### src/rtl/ide_dec_pkg.sv
package ide_dec_pkg;
    localparam int N_CHAN      = 2;
    localparam int N_WIN       = 2 * N_CHAN;
    localparam int CMD_SPAN_LG = 3;
    localparam int CTL_SPAN_LG = 2;
    localparam int DATA_W      = 32;

    localparam logic [15:0] LEG_CMD0 = 16'h01F0;
    localparam logic [15:0] LEG_CTL0 = 16'h03F4;
    localparam logic [15:0] LEG_CMD1 = 16'h0170;
    localparam logic [15:0] LEG_CTL1 = 16'h0374;

    localparam logic [1:0] CTL_CLAIM_OFF = 2'd2;

    typedef enum logic [0:0] {
        ST_LEGACY = 1'b0,
        ST_NATIVE = 1'b1
    } dec_mode_e;

    typedef enum logic [1:0] {
        SZ_B1  = 2'd0,
        SZ_B2  = 2'd1,
        SZ_B4  = 2'd2,
        SZ_B4X = 2'd3
    } acc_size_e;
endpackage

### src/rtl/ide_mode_fsm.sv
module ide_mode_fsm
    import ide_dec_pkg::*;
(
    input  logic       clk,
    input  logic       rst_n,
    input  logic       cfg_we,
    input  logic [7:0] cfg_progif,
    output dec_mode_e  mode,
    output logic       irq_pin
);
    dec_mode_e  state_q, state_nx;
    logic [7:0] prog_lo;

    assign prog_lo = cfg_progif & 8'h0F;

    always_ff @(posedge clk) begin
        if (!rst_n) state_q <= ST_LEGACY;
        else        state_q <= state_nx;
    end

    always_comb begin
        state_nx = state_q;
        if (cfg_we) begin
            unique case (prog_lo)
                8'h0A:   state_nx = ST_LEGACY;  // T_ENTER_LEGACY
                8'h0F:   state_nx = ST_NATIVE;  // T_ENTER_NATIVE
                default: state_nx = state_q;    // T_HOLD
            endcase
        end
    end

    always_comb begin
        mode = state_q;
        unique case (state_q)
            ST_LEGACY: irq_pin = 1'b0;
            ST_NATIVE: irq_pin = 1'b1;
            default:   irq_pin = 1'b0;
        endcase
    end

    a_r2_enter_native: assert property (@(posedge clk) disable iff (!rst_n)
        (cfg_we && cfg_progif[3:0] == 4'hF) |=> irq_pin);
    a_r2_enter_legacy: assert property (@(posedge clk) disable iff (!rst_n)
        (cfg_we && cfg_progif[3:0] == 4'hA) |=> !irq_pin);
    a_r3_hold_mode: assert property (@(posedge clk) disable iff (!rst_n)
        (!cfg_we || (cfg_progif[3:0] != 4'hA && cfg_progif[3:0] != 4'hF))
            |=> irq_pin == $past(irq_pin));
endmodule

### src/rtl/ide_win_match.sv
module ide_win_match #(
    parameter int ADDR_W  = 16,
    parameter int SPAN_LG = 3
) (
    input  logic [ADDR_W-1:0] addr,
    input  logic [ADDR_W-1:0] base,
    output logic              hit
);
    localparam int TAG_W = ADDR_W - SPAN_LG;
    logic [ADDR_W-1:0] diff;

    assign diff = addr ^ base;
    assign hit  = (diff[ADDR_W-1:SPAN_LG] == TAG_W'(0));
endmodule

### src/rtl/ide_claim.sv
module ide_claim
    import ide_dec_pkg::*;
(
    input  logic             clk,
    input  logic             rst_n,
    input  logic             req,
    input  logic [1:0]       size,
    input  logic [2:0]       off_in,
    input  logic [N_WIN-1:0] hit,
    output logic             tf_stb,
    output logic             data_stb,
    output logic             ctl_stb,
    output logic             stb_chan,
    output logic [2:0]       stb_off
);
    localparam int SEL_W = $clog2(N_WIN);

    logic [SEL_W-1:0] sel;
    logic             any_hit;
    logic             is_byte;

    always_comb begin
        sel     = '0;
        any_hit = 1'b0;
        for (int w = N_WIN - 1; w >= 0; w--) begin
            if (hit[w]) begin
                sel     = SEL_W'(w);
                any_hit = 1'b1;
            end
        end
    end

    assign is_byte = (size == SZ_B1);

    always_comb begin
        tf_stb   = 1'b0;
        data_stb = 1'b0;
        ctl_stb  = 1'b0;
        stb_off  = 3'd0;
        if (req && any_hit) begin
            if (!sel[0]) begin
                if (is_byte) begin
                    tf_stb  = 1'b1;
                    stb_off = off_in;
                end else if (off_in == 3'd0) begin
                    data_stb = 1'b1;
                end
            end else if (is_byte && off_in[1:0] == CTL_CLAIM_OFF) begin
                ctl_stb = 1'b1;
                stb_off = {1'b0, CTL_CLAIM_OFF};
            end
        end
        stb_chan = (tf_stb | data_stb | ctl_stb) ? sel[SEL_W-1] : 1'b0;
    end

    a_r10_single_strobe: assert property (@(posedge clk) disable iff (!rst_n)
        $onehot0({tf_stb, data_stb, ctl_stb}));
    a_r8_wide_data_only: assert property (@(posedge clk) disable iff (!rst_n)
        (size != SZ_B1) |-> (!tf_stb && !ctl_stb && (!data_stb || stb_off == 3'd0)));
    a_r6_ctl_byte_off2: assert property (@(posedge clk) disable iff (!rst_n)
        ctl_stb |-> (size == SZ_B1 && stb_off == 3'd2 && off_in[1:0] == 2'd2));
    a_r11_idle_quiet: assert property (@(posedge clk) disable iff (!rst_n)
        !req |-> !(tf_stb || data_stb || ctl_stb));
endmodule

### src/rtl/ide_io_window_dec.sv
module ide_io_window_dec
    import ide_dec_pkg::*;
#(
    parameter int ADDR_W = 16
) (
    input  logic              clk,
    input  logic              rst_n,
    input  logic              cfg_we,
    input  logic [7:0]        cfg_progif,
    input  logic [ADDR_W-1:0] nat_cmd_base0,
    input  logic [ADDR_W-1:0] nat_ctl_base0,
    input  logic [ADDR_W-1:0] nat_cmd_base1,
    input  logic [ADDR_W-1:0] nat_ctl_base1,
    input  logic              io_req,
    input  logic              io_wr,
    input  logic [1:0]        io_size,
    input  logic [ADDR_W-1:0] io_addr,
    input  logic [31:0]       bk_rdata,
    output logic [31:0]       io_rdata,
    output logic              tf_stb,
    output logic              data_stb,
    output logic              ctl_stb,
    output logic              stb_chan,
    output logic [2:0]        stb_off,
    output logic              irq_pin
);
    dec_mode_e         mode;
    logic [ADDR_W-1:0] cmd_base [N_CHAN];
    logic [ADDR_W-1:0] ctl_base [N_CHAN];
    logic [ADDR_W-1:0] nat_cmd  [N_CHAN];
    logic [ADDR_W-1:0] nat_ctl  [N_CHAN];
    logic [ADDR_W-1:0] leg_cmd  [N_CHAN];
    logic [ADDR_W-1:0] leg_ctl  [N_CHAN];
    logic [N_WIN-1:0]  hit;
    logic [31:0]       width_mask;
    logic              claimed;

    assign nat_cmd[0] = nat_cmd_base0;
    assign nat_ctl[0] = nat_ctl_base0;
    assign nat_cmd[1] = nat_cmd_base1;
    assign nat_ctl[1] = nat_ctl_base1;
    assign leg_cmd[0] = ADDR_W'(LEG_CMD0);
    assign leg_ctl[0] = ADDR_W'(LEG_CTL0);
    assign leg_cmd[1] = ADDR_W'(LEG_CMD1);
    assign leg_ctl[1] = ADDR_W'(LEG_CTL1);

    ide_mode_fsm u_mode (
        .clk        (clk),
        .rst_n      (rst_n),
        .cfg_we     (cfg_we),
        .cfg_progif (cfg_progif),
        .mode       (mode),
        .irq_pin    (irq_pin)
    );

    for (genvar ch = 0; ch < N_CHAN; ch++) begin : g_chan
        assign cmd_base[ch] = (mode == ST_NATIVE) ? nat_cmd[ch] : leg_cmd[ch];
        assign ctl_base[ch] = (mode == ST_NATIVE) ? nat_ctl[ch] : leg_ctl[ch];

        ide_win_match #(.ADDR_W(ADDR_W), .SPAN_LG(CMD_SPAN_LG)) u_cmd_win (
            .addr (io_addr),
            .base (cmd_base[ch]),
            .hit  (hit[2*ch])
        );
        ide_win_match #(.ADDR_W(ADDR_W), .SPAN_LG(CTL_SPAN_LG)) u_ctl_win (
            .addr (io_addr),
            .base (ctl_base[ch]),
            .hit  (hit[2*ch+1])
        );
    end

    ide_claim u_claim (
        .clk      (clk),
        .rst_n    (rst_n),
        .req      (io_req),
        .size     (io_size),
        .off_in   (io_addr[2:0]),
        .hit      (hit),
        .tf_stb   (tf_stb),
        .data_stb (data_stb),
        .ctl_stb  (ctl_stb),
        .stb_chan (stb_chan),
        .stb_off  (stb_off)
    );

    always_comb begin
        unique case (io_size)
            SZ_B1:   width_mask = 32'h0000_00FF;
            SZ_B2:   width_mask = 32'h0000_FFFF;
            default: width_mask = 32'hFFFF_FFFF;
        endcase
    end

    assign claimed  = tf_stb | data_stb | ctl_stb;
    assign io_rdata = (io_req && !io_wr)
                      ? (claimed ? (bk_rdata & width_mask) : width_mask)
                      : 32'h0;

    a_r9_byte_upper_zero: assert property (@(posedge clk) disable iff (!rst_n)
        (io_req && !io_wr && io_size == SZ_B1) |-> io_rdata[31:8] == 24'h0);
    a_r11_write_no_rdata: assert property (@(posedge clk) disable iff (!rst_n)
        (io_wr || !io_req) |-> io_rdata == 32'h0);
endmodule

### config.mk
export PLATFORM = sky130hd
export DESIGN_NAME = ide_io_window_dec
export DESIGN_NICKNAME = d
export VERILOG_FILES = /design/src/rtl/ide_dec_pkg.sv /design/src/rtl/ide_mode_fsm.sv /design/src/rtl/ide_win_match.sv /design/src/rtl/ide_claim.sv /design/src/rtl/ide_io_window_dec.sv
export SDC_FILE = /design/constraint.sdc
export NUM_CORES = 1
export LEC_CHECK = 0
export BUFFER_PORTS_ARGS = -buffer_cell sky130_fd_sc_hd__clkbuf_2
export CAP_MARGIN = 30
export CORE_MARGIN = 2
export CORE_UTILIZATION = 45
export CTS_BUF_LIST = sky130_fd_sc_hd__clkbuf_8
export CTS_CLUSTER_DIAMETER = 40
export CTS_CLUSTER_SIZE = 16
export DETAILED_ROUTE_END_ITERATION = 10
export PLACE_DENSITY_LB_ADDON = 0.2
export SLEW_MARGIN = 10
export SYNTH_ARGS = -nofsm -noshare
export SYNTH_HDL_FRONTEND = slang
export SYNTH_SLANG_ARGS = --single-unit
export TNS_END_PERCENT = 5
### constraint.sdc
create_clock -name clk -period 6.5 [get_ports clk]
set_clock_uncertainty 0.1 [all_clocks]
set_input_delay 0.975 -clock clk [delete_from_list [all_inputs] [get_ports clk]]
set_output_delay 0.975 -clock clk [all_outputs]
set_load 0.01 [all_outputs]
==> results of run 1 <==
-- Yosys cell counts (2+ instances only) --
library cell	count
o211a_1	2
clkbuf_1	15
or3b_1	3
a221oi_2	6
nand4_1	8
or4_4	2
a221oi_1	2
nor3_1	38
nand2b_1	12
buf_6	3
nor4_1	7
a22oi_1	3
nand4b_1	2
buf_4	2
nand2_1	18
inv_1	21
a31o_2	3
buf_2	11
a32oi_1	4
o21ai_0	19
a2bb2oi_1	2
nand3_1	4
and2_1	2
nor2_1	18
a21oi_1	37
or3_1	2
nor4bb_1	6
and3_1	5
nor2b_1	2
a31oi_1	3
and4_1	2
o31ai_1	3
o32ai_1	11
xor2_1	19
xnor2_1	9
o22ai_1	8
nand3b_1	3
-- tightest hold or removal path: stages, from the launching register on --
cell,delay (ns)
dfxtp_1,0.38
buf_4,0.30
o21ai_0,0.12
a21boi_0,0.09
-- area by class of cell --
type	count	share of cell area, %
inverters	23	3.05
multi-input cells	285	66.5
flip-flops and latches	1	0.706
well taps	54	2.38
repair buffers	154	27.4
-- worst paths after layout --
check	to	from	cells past startpoint	slack (ns)
setup / recovery	io_rdata[0]	io_addr[9]	9	1.68
hold reg to reg	u_mode.mode	u_mode.mode	3	0.85
setup reg to reg	u_mode.mode	u_mode.mode	3	5.07
hold / removal	u_mode.mode	u_mode.mode	3	0.85
-- through the flow --
step / worst slack, ns / instance area [µm²] / hold WS (ns)
3_3_place_gp: 1.70 / 2840 / 0.844
4_1_cts: 1.68 / 2840 / 0.842
5_1_grt: 1.50 / 2840 / 0.957
2_1_floorplan: 2.36 / 2150 / 0.869
3_5_place_dp: 1.67 / 2840 / 0.834
6_report: 1.68 / 2840 / 0.847
-- cell families after synthesis --
kind of cell / after synthesis
and+or+nand+nor: 140
AOI/OAI and AO/OA: 117
buffers and inverters: 55
DFF: 1
xor gates and xnor gates: 28
-- power by group through the flow --
stage	clock, mW	combinational (mW)	sequential [mW]
3_3_place_gp	0	0.141	0.00727
4_1_cts	0	0.146	0.00725
2_1_floorplan	0	0.0844	0.00682
6_report	0	0.147	0.00726
3_5_place_dp	0	0.145	0.00725
5_1_grt	0	0.163	0.00734
-- metal layers --
| metal | up-vias | part of all wire (%) |
|---|---|---|
| met5 | - | 0 |
| met4 | 0 | 1.2 |
| met3 | 10 | 7.8 |
| met2 | 120 | 51 |
| met1 | 1387 | 41 |
| li1 | 1543 | - |
==> out/qor.yml, run 1 <==
outcome: "finished clean"
yosys.area.top_type: "nor3_1"
ys_seq_area_share_pct: 0.930
dp_hpwl_mm: 6.09
drcViolationCount: 0
grt_pass1_wl_mm: 11.5
layout_commonest_cell: "clkbuf_2"
syn_inst: 341
crit_path_max_fanout: 37
final_cell_mix: "clkbuf_2, nor3_1, a21oi_1"
p_leak_nw: 1.34
power.density_nw_per_um2: 54.2
synth_xor_area_share_pct: 11.4
wl_per_cell_um: 14.4
multi_input_area_um2: 1890
top_level_ports: 167
initial_utilization_pct: 46.2
period_needed_ns: 4.82
layout-drive-gt1-share_pct: 37.8
dp.cells: 517
cp_data_required_time_ns: 5.42
synth_nets: 468
hp-class: "reg2reg"
clkTransAtPathRegs_ns: 0
pwr-share-clk_pct: 0
p_int_uw: 70.9
hold_viol: 0
synth_area_um2: 2150
viasPerCell: 5.92
dr.pass1.iters: 4
drtIter0Drc: 152
seq_area_um2: 20.0
grtUsageMet2_pct: 47.2
async_flop_share_pct: 0
syn_avg_cell_area_um2: 6.31
worstSetupPathType: "in2out"
gp_congestion: 0.809
yosys.cell_types.count: 61
drv_slew: 0
finalPower_uw: 154
n_antenna_cell: 0
cts-hold-fix-buffers: 0
crit_arrival_ns: 3.74
fillers: 470
rows: 25
vias: 3060
die_h_um: 73.2
largest_reg_flops: 1
rsz0062_at_grt: "false"
grt_max_degree: 47
die_area_um2: 5350
area_growth_pct: 31.7
worst_skew_pair.late_latency_ns: 0
grt_pass1_vias: 2611
power_frac_seq_pct: 4.7
synth-main-ff-cell: "dfxtp_1"
muxShareOfSynthArea_pct: 0
critPathTopFamily: "simple AND/OR/NAND/NOR gates"
core_region_area_um2: 4660
synth-edff-count: 0
drt_wl_total_mm: 7.43
cts_resized: 0
finalSetupViolCount: 0
synth_top_area_share_pct: 8.83
synth_top_family_by_area: "compound AO/OA/AOI/OAI gates"
ys_warn_count: 0
antenna_left: 0
met3_usage_pct: 2.76
crit_path_top_delay_cell: "or4b_4"
crit_buf_inv: 2
io_buffers: 152
busiest_layer: "met2"
grt_use_total_pct: 25.5
max_cap_violations: 0
finalNonFillerCells: 517
end_kind: "output pin"
synth_seq_cells: 1
yosys.area_share.simple_pct: 37.6
overflow: 0
path_cells: "clkbuf_2 > nand2b_1 > o32ai_1 > o32ai_1 > or4b_4 > or3b_1 > nand2_2 > a221oi_1 > clkbuf_2"
max_slew_margin_pct: 39.6
synth.area.top_cells: "nor3_1, a21oi_1, xor2_1, o32ai_1, o21ai_0"
fin_tns_setup_ns: 0
crit_path_max_incr_delay_ns: 0.58
fin_util_pct: 60.8
switching_power_uw: 82.9
max_clock_freq_mhz: 208
switching_share_pct: 53.9
fin_crit_sh_pct: 74.1
die_w_um: 73.2
grt_util_met1_pct: 31.9
power_frac_comb_pct: 95.3
antenna_found_initial: 0
synth-compound-area-share_pct: 38.5
ir_worst_vdd_mv: 0.0279
nets: 592
post_cts_buffers: 0
worst_pin_slew_ns: 0.901
start_kind: "primary input"
yosys.area_share.adder_pct: 0
(Power assumes the default switching activity.)
==> inputs of run 2 (changes only) <==
--- a/config.mk
+++ b/config.mk
@@ -8,7 +8,7 @@
 export BUFFER_PORTS_ARGS = -buffer_cell sky130_fd_sc_hd__clkbuf_2
 export CAP_MARGIN = 30
 export CORE_MARGIN = 2
-export CORE_UTILIZATION = 45
+export CORE_UTILIZATION = 38
 export CTS_BUF_LIST = sky130_fd_sc_hd__clkbuf_8
 export CTS_CLUSTER_DIAMETER = 40
 export CTS_CLUSTER_SIZE = 16
==> constraint.sdc (replaced) <==
create_clock -name clk -period 4.15 [get_ports clk]
set_clock_uncertainty 0.1 [all_clocks]
set_input_delay 0.6225 -clock clk [delete_from_list [all_inputs] [get_ports clk]]
set_output_delay 0.6225 -clock clk [all_outputs]
set_load 0.01 [all_outputs]
==> run 2 against run 1 <==
Compared with the run above:
- die area rose by 17%
- worst hold slack got worse by 0.20 ns
- sequential cell count did not move
- power rose by 59%
- via count fell by 0.29%
- sequential share of layout area barely moved
- setup slack got worse by 1.3 ns
- routed wire length rose by 0.61%
- combinational power rose by 59%
==> out/qor.yml, run 2 (synthesis results as in run 1) <==
power.density_nw_per_um2: 83.8  # +55%
rows: 27  # +8.0%
grt_pass1_wl_mm: 11.9  # +4.1%
p_int_uw: 115  # +62%
end_kind: "output pin"
drtIter0Drc: 75  # -51%
start_kind: "primary input"
pwr-share-clk_pct: 0  # unchanged
ir_worst_vdd_mv: 0.0556  # +99%
clkTransAtPathRegs_ns: 0  # unchanged
antenna_found_initial: 0  # unchanged
r2r_slack_ns: 3.03  # -2.04 ns
place_ws_ns: 0.190  # -1.48 ns
power_frac_seq_pct: 4.4  # -0.3 points
max_slew_margin_pct: 64.3  # +25 points
drv_slew: 0  # unchanged
crit_path_max_fanout: 25  # -32%
outcome: "finished clean"
switching_share_pct: 53.2  # -0.73 points
hp-class: "reg2reg"
largest_reg_flops: 1  # unchanged
final_cell_mix: "clkbuf_2, nor3_1, a21oi_1"
fin_util_pct: 53.4  # -7.4 points
grt_max_degree: 35  # -26%
drcViolationCount: 0  # unchanged
p_leak_nw: 1.38  # +3.1%
period_needed_ns: 3.80
finalSetupViolCount: 0  # unchanged
crit_arrival_ns: 3.07  # -0.67 ns
cp_data_required_time_ns: 3.43  # -1.99 ns
core_region_area_um2: 5470  # +17%
gp_congestion: 0.895  # +11%
max_clock_freq_mhz: 263
fin_crit_sh_pct: 91.5
overflow: 0  # unchanged
r2r_cells: 5  # +2
timing.hold.worst_path_depth: 3  # unchanged
wl_per_cell_um: 13.8  # -4.2%
drt_wl_total_mm: 7.47  # +0.61%
top_level_ports: 167  # unchanged
n_antenna_cell: 0  # unchanged
dp_hpwl_mm: 6.25  # +2.7%
holdWs_ns: 0.648  # -0.200 ns
nets: 600  # +1.4%
grt_use_total_pct: 22.5  # -3.1 points
power_frac_comb_pct: 95.6  # +0.3 points
worstHoldStart: "u_mode.mode"
worst_skew_pair.late_latency_ns: 0  # unchanged
antenna_left: 0  # unchanged
whs_endpoint: "u_mode.mode"
switching_power_uw: 130  # +57%
layout_commonest_cell: "clkbuf_2"
grt_pass1_vias: 2625  # +0.54%
die_w_um: 79.3  # +8.3%
hold_viol: 0  # unchanged
viasPerCell: 5.62  # -5.1%
dr.pass1.iters: 4  # unchanged
initial_utilization_pct: 39.3  # -6.9 points
die_area_um2: 6280  # +17%
area_growth_pct: 35.7
layout-drive-gt1-share_pct: 38.9  # +1.1 points
worst_slack_ns: 0.354  # -1.33 ns
worst_pin_slew_ns: 0.535  # -0.366 ns
cts-hold-fix-buffers: 0  # unchanged
rsz0062_at_grt: "false"
die_h_um: 79.3  # +8.3%
fin_tns_setup_ns: 0  # unchanged
io_buffers: 152  # unchanged
timing.rr.end: "u_mode.mode"
worstSetupPathType: "in2out"
vias: 3051  # -0.29%
max_cap_violations: 0  # unchanged
reg2reg_from: "u_mode.mode"
## run 2: critical path, stage by stage
cell      delay [ns]
clkbuf_2        0.23
nor4bb_1        0.35
a31oi_1         0.08
o21ai_0         0.29
or4b_4          0.53
or3b_1          0.24
nand2_4         0.19
buf_4           0.24
a21oi_1         0.15
clkbuf_2        0.16
## run 2: layout make-up
cell class,instances,area (µm²)
sequential,1,20.0
multi-input combinational,285,1890
fill,590,2550
inverter,23,86.3
timing repair buffer,162,836
tap,72,90.1
## run 2: worst max path at each step
stage                         to  cells after the start       start
global placement    io_rdata[17]                     10  io_addr[9]
floorplan            io_rdata[2]                      9  io_addr[5]
CTS                 io_rdata[14]                     10  io_addr[9]
detailed placement  io_rdata[14]                     10  io_addr[9]
global route        io_rdata[15]                     10  io_addr[3]
finish              io_rdata[14]                     10  io_addr[3]
## run 2: timing repair
item                       in CTS  in global routing
gates resized for setup         0                  1
hold endpoints to repair        0                  0
setup endpoints to repair       0                  6
setup buffers                   0                  0
## run 2: power groups by stage
stage,Sequential (mW),Clock (mW),Combinational (mW)
3_3_place_gp,0.0108,0,0.228
2_1_floorplan,0.0107,0,0.132
3_5_place_dp,0.0108,0,0.233
4_1_cts,0.0108,0,0.234
6_report,0.0108,0,0.234
5_1_grt,0.0108,0,0.261
## run 2: per-stage QoR
stage	std cells	power (mW)	area, µm²
2_1_floorplan	341	0.143	2150
3_3_place_gp	543	0.239	2920
3_5_place_dp	543	0.244	2920
4_1_cts	543	0.245	2920
5_1_grt	543	0.272	2920
6_report	543	0.245	2920
## run 2: metal layers
layer	GRT usage (%)	wire, µm	up-vias
met1	26.8	3060	1386
met3	3.07	566	4
met5	0	0	-
li1	-	-	1565
met2	43.9	3800	96
met4	1.72	41	0
